## src/rtl/sdram_burst_splitter.sv

```systemverilog
module sdram_burst_splitter #(
  parameter int AW = 32,
  parameter int DW = 64,
  parameter int SW = 6,
  localparam int MAXB = 8 * (DW / 8)
) (
  input  logic            clk,
  input  logic            rst_n,
  input  logic            cfg_ddr3,
  input  logic            cfg_bl8,
  input  logic            cfg_bus32,
  input  logic            req_valid,
  output logic            req_ready,
  input  logic            req_write,
  input  logic [AW-1:0]   req_addr,
  input  logic [SW-1:0]   req_size,
  output logic            cmd_valid,
  input  logic            cmd_ready,
  output logic            cmd_write,
  output logic [AW-1:0]   cmd_addr,
  output logic            cmd_bl8,
  output logic [MAXB-1:0] cmd_be,
  input  logic            mem_rvalid,
  input  logic [DW-1:0]   mem_rdata,
  output logic            rsp_valid,
  output logic [DW-1:0]   rsp_data,
  output logic            rsp_last
);

  typedef enum logic [1:0] {S_IDLE, S_CMD, S_WAIT, S_ACK} state_t;

  state_t        st;
  logic [AW-1:0] a_q;
  logic [SW-1:0] sz_q;
  logic          wr_q, bl8_q, b32_q, sent_q;
  logic [7:0]    beats_q;

  logic [7:0] sz8, blen, bbytes, need, total, off;
  logic       split, beat_in, last_cmd;

  assign sz8    = 8'(sz_q);
  assign blen   = bl8_q ? 8'd8 : 8'd4;
  assign bbytes = b32_q ? (bl8_q ? 8'd32 : 8'd16) : (bl8_q ? 8'd64 : 8'd32);
  assign need   = b32_q ? ((sz8 + 8'd3) >> 2) : ((sz8 + 8'd7) >> 3);
  assign split  = need > blen;
  assign total  = split ? (blen << 1) : blen;
  assign off    = sent_q ? bbytes : 8'd0;
  assign last_cmd = !split || sent_q;

  assign beat_in   = mem_rvalid && !wr_q && (st == S_CMD || st == S_WAIT);
  assign rsp_valid = beat_in && (beats_q < need);
  assign rsp_data  = mem_rdata;
  assign rsp_last  = (beats_q == need - 8'd1);

  assign req_ready = (st == S_ACK);
  assign cmd_valid = (st == S_CMD);
  assign cmd_write = wr_q;
  assign cmd_bl8   = bl8_q;
  assign cmd_addr  = a_q + AW'(off);

  always_comb begin
    for (int i = 0; i < MAXB; i++)
      cmd_be[i] = wr_q && (8'(i) < bbytes) && ((off + 8'(i)) < sz8);
  end

  always_ff @(posedge clk) begin
    if (!rst_n) begin
      st      <= S_IDLE;
      a_q     <= '0;
      sz_q    <= '0;
      wr_q    <= 1'b0;
      bl8_q   <= 1'b0;
      b32_q   <= 1'b0;
      sent_q  <= 1'b0;
      beats_q <= '0;
    end else begin
      if (beat_in) beats_q <= beats_q + 8'd1;
      case (st)
        S_IDLE: if (req_valid) begin
          a_q     <= req_addr;
          sz_q    <= req_size;
          wr_q    <= req_write;
          bl8_q   <= cfg_ddr3 & cfg_bl8;
          b32_q   <= cfg_bus32;
          sent_q  <= 1'b0;
          beats_q <= '0;
          st      <= S_CMD;
        end
        S_CMD: if (cmd_ready) begin
          if (last_cmd) st <= wr_q ? S_ACK : S_WAIT;
          else          sent_q <= 1'b1;
        end
        S_WAIT: if (beat_in && beats_q == total - 8'd1) st <= S_ACK;
        default: st <= S_IDLE;
      endcase
    end
  end

endmodule

```

## config.mk

```make
export PLATFORM = sky130hd
export DESIGN_NAME = sdram_burst_splitter
export DESIGN_NICKNAME = d
export VERILOG_FILES = /design/src/rtl/sdram_burst_splitter.sv
export SDC_FILE = /design/constraint.sdc
export NUM_CORES = 1
export LEC_CHECK = 0
export BUFFER_PORTS_ARGS = -buffer_cell sky130_fd_sc_hd__buf_4
export CORE_AREA = 2 2 107 109
export DETAILED_ROUTE_END_ITERATION = 10
export DIE_AREA = 0 0 109 111
export HOLD_SLACK_MARGIN = 0.02
export PLACE_DENSITY = 0.85
export SYNTH_ARGS = -nofsm -noshare
export SYNTH_HDL_FRONTEND = slang
export SYNTH_SLANG_ARGS = --single-unit
```

## constraint.sdc

```tcl
create_clock -name clk -period 3.3 [get_ports clk]
set_clock_uncertainty 0.1 [all_clocks]
set_input_delay 0.33 -clock clk [delete_from_list [all_inputs] [get_ports clk]]
set_output_delay 0.33 -clock clk [all_outputs]
set_load 0.03 [all_outputs]
```

### Yosys cells after proc, flatten, opt, wreduce, memory -nomap -nowiden

Index checks and enable logic that the tools add are counted.

* add/sub/neg operators: 69
* order comparisons: 130
* equality and inequality tests: 10
* mux-type cells: 20
* bitwise logic cells: 1
* reductions and logical operators: 141

Operator list (number)
* 8-bit by 6-bit < comparator with 1-bit output: 63
* 7-bit by 6-bit adder with 8-bit output (second input constant): 32
* 6-bit by 7-bit < comparator with 1-bit output (first input constant): 32
* 1-bit logical AND: 132
* 7-bit by 5-bit adder with 8-bit output (second input constant): 16
* 5-bit by 7-bit < comparator with 1-bit output (first input constant): 16
* 7-bit by 4-bit adder with 8-bit output (second input constant): 8
* 4-bit by 7-bit < comparator with 1-bit output (first input constant): 8
* 32-bit by 7-bit adder with 32-bit output: 1
* 7-bit by 3-bit adder with 8-bit output (second input constant): 4
* 3-bit by 7-bit < comparator with 1-bit output (first input constant): 4
* 8-bit 2-to-1 mux: 3
* 7-bit 2-to-1 mux: 3
* 7-bit by 2-bit adder with 8-bit output (second input constant): 2
* 8-bit equality test: 2
* 1-bit by 7-bit < comparator with 1-bit output (first input constant): 2
* 2-bit by 7-bit < comparator with 1-bit output (first input constant): 2
* 5-bit by 1-bit subtractor with 6-bit output (second input constant): 2
* 5-bit 2-to-1 mux: 2
* 7-bit by 1-bit adder with 8-bit output (second input constant): 1
* 8-bit by 1-bit adder with 8-bit output (second input constant): 1
* 8-bit by 5-bit < comparator with 1-bit output: 1
* 2-bit 2-to-1 mux: 4
* 4-bit AND reduction: 2
* 19 further kinds: 28

* flip-flop bits (word level): 52
* bits of input ports: 111
* word-level logic and storage cells: 379

### Longest topological paths before layout

* depth after elaboration: 9
* depth in mapped cells: 14
* mapped depth without buffers: 13

### Worst setup path after synthesis

No wires, ideal clock.

* path kind: flip-flop to output port
* start: register sz_q[1]
* end: output port rsp_valid
* data arrival time: 3.516 ns
* required time: 2.870 ns
* slack: -0.646 ns
* stages on the path, launching flop included: 11
* cells stage by stage: dfxtp_1 -> buf_4 -> o311a_1 -> a211oi_1 -> o22ai_1 -> ha_1 -> nor2b_1 -> o21a_1 -> o21ai_0 -> nand2b_1 -> a2111oi_0

* cells in the longest elaborated chain, start to end: 4

RTL lines
* start: declaration: line 34 `logic [SW-1:0] sz_q;`
* start signal: assignment: line 81 `sz_q <= req_size;`
* 6-bit by 3-bit adder with 7-bit output / 6-bit by 2-bit adder with 7-bit output (equally long branches): line 44 `assign need = b32_q ? ((sz8 + 8'd3) >> 2) : ((sz8 + 8'd7) >> 3);`
* 5-bit 2-to-1 mux (*): line 44
* 8-bit by 5-bit < comparator with 1-bit output (*): line 51 `assign rsp_valid = beat_in && (beats_q < need);`
* 1-bit logical AND (*): line 51
* end: declaration: line 25 `output logic rsp_valid,`

Every way passes the cells marked *; elsewhere a longest branch is shown, timed or not.

### Worst setup path in the final report

* start: register bl8_q, in the netlist cmd_bl8
* end: output port cmd_addr[28]

* cells in the longest elaborated chain, start to end: 4

RTL lines
* start: declaration: line 35 `logic wr_q, bl8_q, b32_q, sent_q;`
* start signal: assignment: line 83 `bl8_q <= cfg_ddr3 & cfg_bl8;`
* 6-bit 2-to-1 mux / 7-bit 2-to-1 mux (equally long branches): line 43 `assign bbytes = b32_q ? (bl8_q ? 8'd32 : 8'd16) : (bl8_q ? 8'd64 : 8'd32);`
* 7-bit 2-to-1 mux (*): line 43
* 7-bit 2-to-1 mux (*): line 47 `assign off = sent_q ? bbytes : 8'd0;`
* 32-bit by 7-bit adder with 32-bit output (*): line 59 `assign cmd_addr = a_q + AW'(off);`
* end: declaration: line 20 `output logic [AW-1:0] cmd_addr,`

Marked as above.

==> flow_summary.yaml <==
yosys:
  synth_largest_type_area_fraction: 0.228
  number_of_nets_produced_by_synthesis: 761
  yosys.cell_types.count: 53
  yosysWarnings: 0
  synth.avg_cell_area_um2: 7.38
  async_set_or_reset_flop_fraction_in_the_synthesized_netlist: 0
  netlist_top_cells_count: "103 x sky130_fd_sc_hd__nand2_1, 69 x sky130_fd_sc_hd__buf_4, 68 x sky130_fd_sc_hd__a21oi_1"
  leading_post_synthesis_cells_by_cell_area: "sky130_fd_sc_hd__dfxtp_1 23%, sky130_fd_sc_hd__buf_4 11%, sky130_fd_sc_hd__nand2_1 8.5%"
  synth_most_common_cell: "sky130_fd_sc_hd__nand2_1"
  number_of_enable_flip_flop_cells_after_synthesis: 0
  synth_area_leader_cell: "sky130_fd_sc_hd__dfxtp_1"
  ys_ff_latch: 52
  prevailing_post_synth_register_cell: "sky130_fd_sc_hd__dfxtp_1"
  synth.yosys.seq_area_share: 0.228
  post_synth_instance_area_um2: 4570
  synthCells: 619
setup_path:
  worstPathArrival_ps: 2770
  worst_path_max_delay_cell: "sky130_fd_sc_hd__fa_2"
  cp.required_ps: 2870
  timing.critical_path.fanout_max: 5
  critPathCaptureType: "output port"
  timing.critical_path.mode_cell: "sky130_fd_sc_hd__inv_2"
  critPathLaunchType: "register"
  crit_chain: "inv_2 > ha_4 > nand2_2 > inv_2 > ha_4 > inv_2 > fa_2 > nor2b_2 > o21ai_2 > nor2_2 > and3_4 > buf_6 > nand4_1 > xnor2_2 > buf_6"
  critPathMaxStageDelay_ps: 400
  worst-setup-path-type: "reg -> out"
job:
  max_cap_violations: 0
grt:
  grt_util_all_layers: 0.205
  grt_start_max_net_pins: 52
  antenna_found_initial: 0
  grt_pass1_wl_um: 20200
  grt.overflow.total: 0
  grt_pass1_vias: 4203
sta:
  timing.hold.ws_ps: 196
  min_period_ps: 3200
  timing.final.max_slew_violations: 0
  timing.fmax_ghz: 0.313
  hold_viol: 0
  tightest_slew_ps: 661
  worst_slew_margin_rel: 0.559
  final_min_period_over_clock_period: 0.969
  setup_tns_ps: 0
  setup_viols_final: 0
  final_critical_path_setup_slack_ps: 103
status:
  result_of_the_run: "completed"
detailed_routing:
  drt_first_iter_violations: 279
  routed_wire_length_per_instance_um: 15.3
  detail_route.wirelength_um: 12900
  antenna_left: 0
  detailed_route_via_count: 4424
  detail_route.vias_per_cell: 5.27
  detail_route.first_pass.iterations: 4
  remaining_drcs: 0
clocking:
  number_of_buffers_added_to_fix_hold_violations_after_cts: 0
  tritoncts: "done"
  cts.sink_count: 52
  max_clock_buf_depth: 2
  clkTransAtPathRegs_ps: 70
  cell_chosen_for_the_clock_root: "sky130_fd_sc_hd__clkbuf_16"
  number_of_cts_inserted_buffers: 5
  clock_latency_reported_for_the_late_side_of_the_worst_skew_pair_ps: 290
  cts_max_level: 2
final_layout:
  nFillCells: 1053
  layout.nets: 838
  flow.area_growth_from_synthesis_pct: 26.8
  utilization: 0.523
  layout.area.seq_um2: 1050
  drive_above_1_share: 0.324
  n_diodes: 0
  multi_input_area_um2: 2970
floorplan:
  placeableCoreArea_um2: 11100
  die_w_um: 109
  top_level_ports: 277
  dieArea_um2: 12100
  floorplan.rows: 39
  initial_utilization: 0.413
  die_h_um: 111
power:
  leakage_power_total_uw: 0.00261
  peakVddDrop_v: 0.000384
  p_per_area_nw_per_um2: 528
placed_design:
  dpl_worst_slack_ps: 152
  detailed_place_hpwl_um: 9640
  buffer_ports.inserted: 148
  routabilityCongestion: 0.892
hold_path:
  hold_class: "in -> reg"
[critical path, delay by kind of cell, from the launching register on]
family / cells / cell delay, ps
xor+xnor: 1 / 200
compound gates: 1 / 80
flops: 1 / 330
buf+inv: 5 / 480
fa+ha+maj: 3 / 660
simple gates: 5 / 740
[state kept, by name, indices dropped and copies added (netlist names)]
register	count
a_q	32
cmd_bl8	1
beats_q	8
b32_q	1
sz_q	6
cmd_write	1
sent_q	1
st	2
[stage by stage]
step           power, µW  area [µm²]  instances
2_1_floorplan       2080        4640        619
3_3_place_gp        2380        5410        826
3_5_place_dp        2420        5410        826
4_1_cts             3030        5670        837
5_1_grt             3270        5790        840
6_report            3060        5790        840
[metal layers]
metal  wire length, µm  global-route usage  vias up  part of all wire
met5                 0                   0        -                 0
met4               201              0.0547        0             0.016
met3               786              0.0494       28             0.061
met2              6230               0.350      140              0.48
met1              5670               0.254     2062              0.44
li1                  -                   -     2194                 -
[worst paths after layout]
check | start | end | slack, ps | depth (start not counted)
max reg2reg | sz_q[0] | st[0] | 360 | 13
min reg2reg | a_q[1] | a_q[1] | 360 | 2
max | cmd_bl8 | cmd_addr[28] | 100 | 15
min | req_addr[0] | a_q[0] | 200 | 3
[layout make-up]
| type | count | share of cell area |
|---|---|---|
| multi-input cells | 440 | 0.513 |
| well taps | 143 | 0.0309 |
| clock inverters | 2 | 0.00605 |
| clock buffers | 6 | 0.0222 |
| inverters | 22 | 0.0143 |
| repair buffers | 175 | 0.232 |
| flip-flops and latches | 52 | 0.182 |
[power by group]
group          internal (µW)  leakage (µW)  total (µW)  switching [µW]
registers                738      0.000429         880             142
clock network            357     0.0000808         590             233
logic                    615       0.00210        1590             975
[placed cells by master, fill, tap and decap left out, drive strengths merged, types with 4 or more instances in the layout]
cell and instances:
a21boi 42, a21o 5, a21oi 68, and2 6
and3 6, buf 175, clkbuf 6, dfxtp 52
ha 30, inv 22, nand2 103, nand3 24
nand4 9, nor2 24, nor2b 5, nor3 14
o2111ai 4, o21ai 15, or3 5, xnor2 29
xor2 13
[logic make-up (layout without fill, tap and decap cells)]
family,after synthesis,in the layout,synth area share
AO/OA/AOI/OAI,149,149,0.208
XOR/XNOR,42,42,0.0805
adder cells (fa/ha/maj),31,31,0.0865
buffers and inverters,127,205,0.166
flip-flops,52,52,0.228
multiplexers,2,2,0.00438
AND/OR/NAND/NOR,216,216,0.227
[repair_timing]
item,in CTS,in global routing
gates resized for setup,12,29
pin swaps,4,8
setup endpoints to repair,20,60
buffers inserted,3,3
Power figures use the tool's default switching activity.
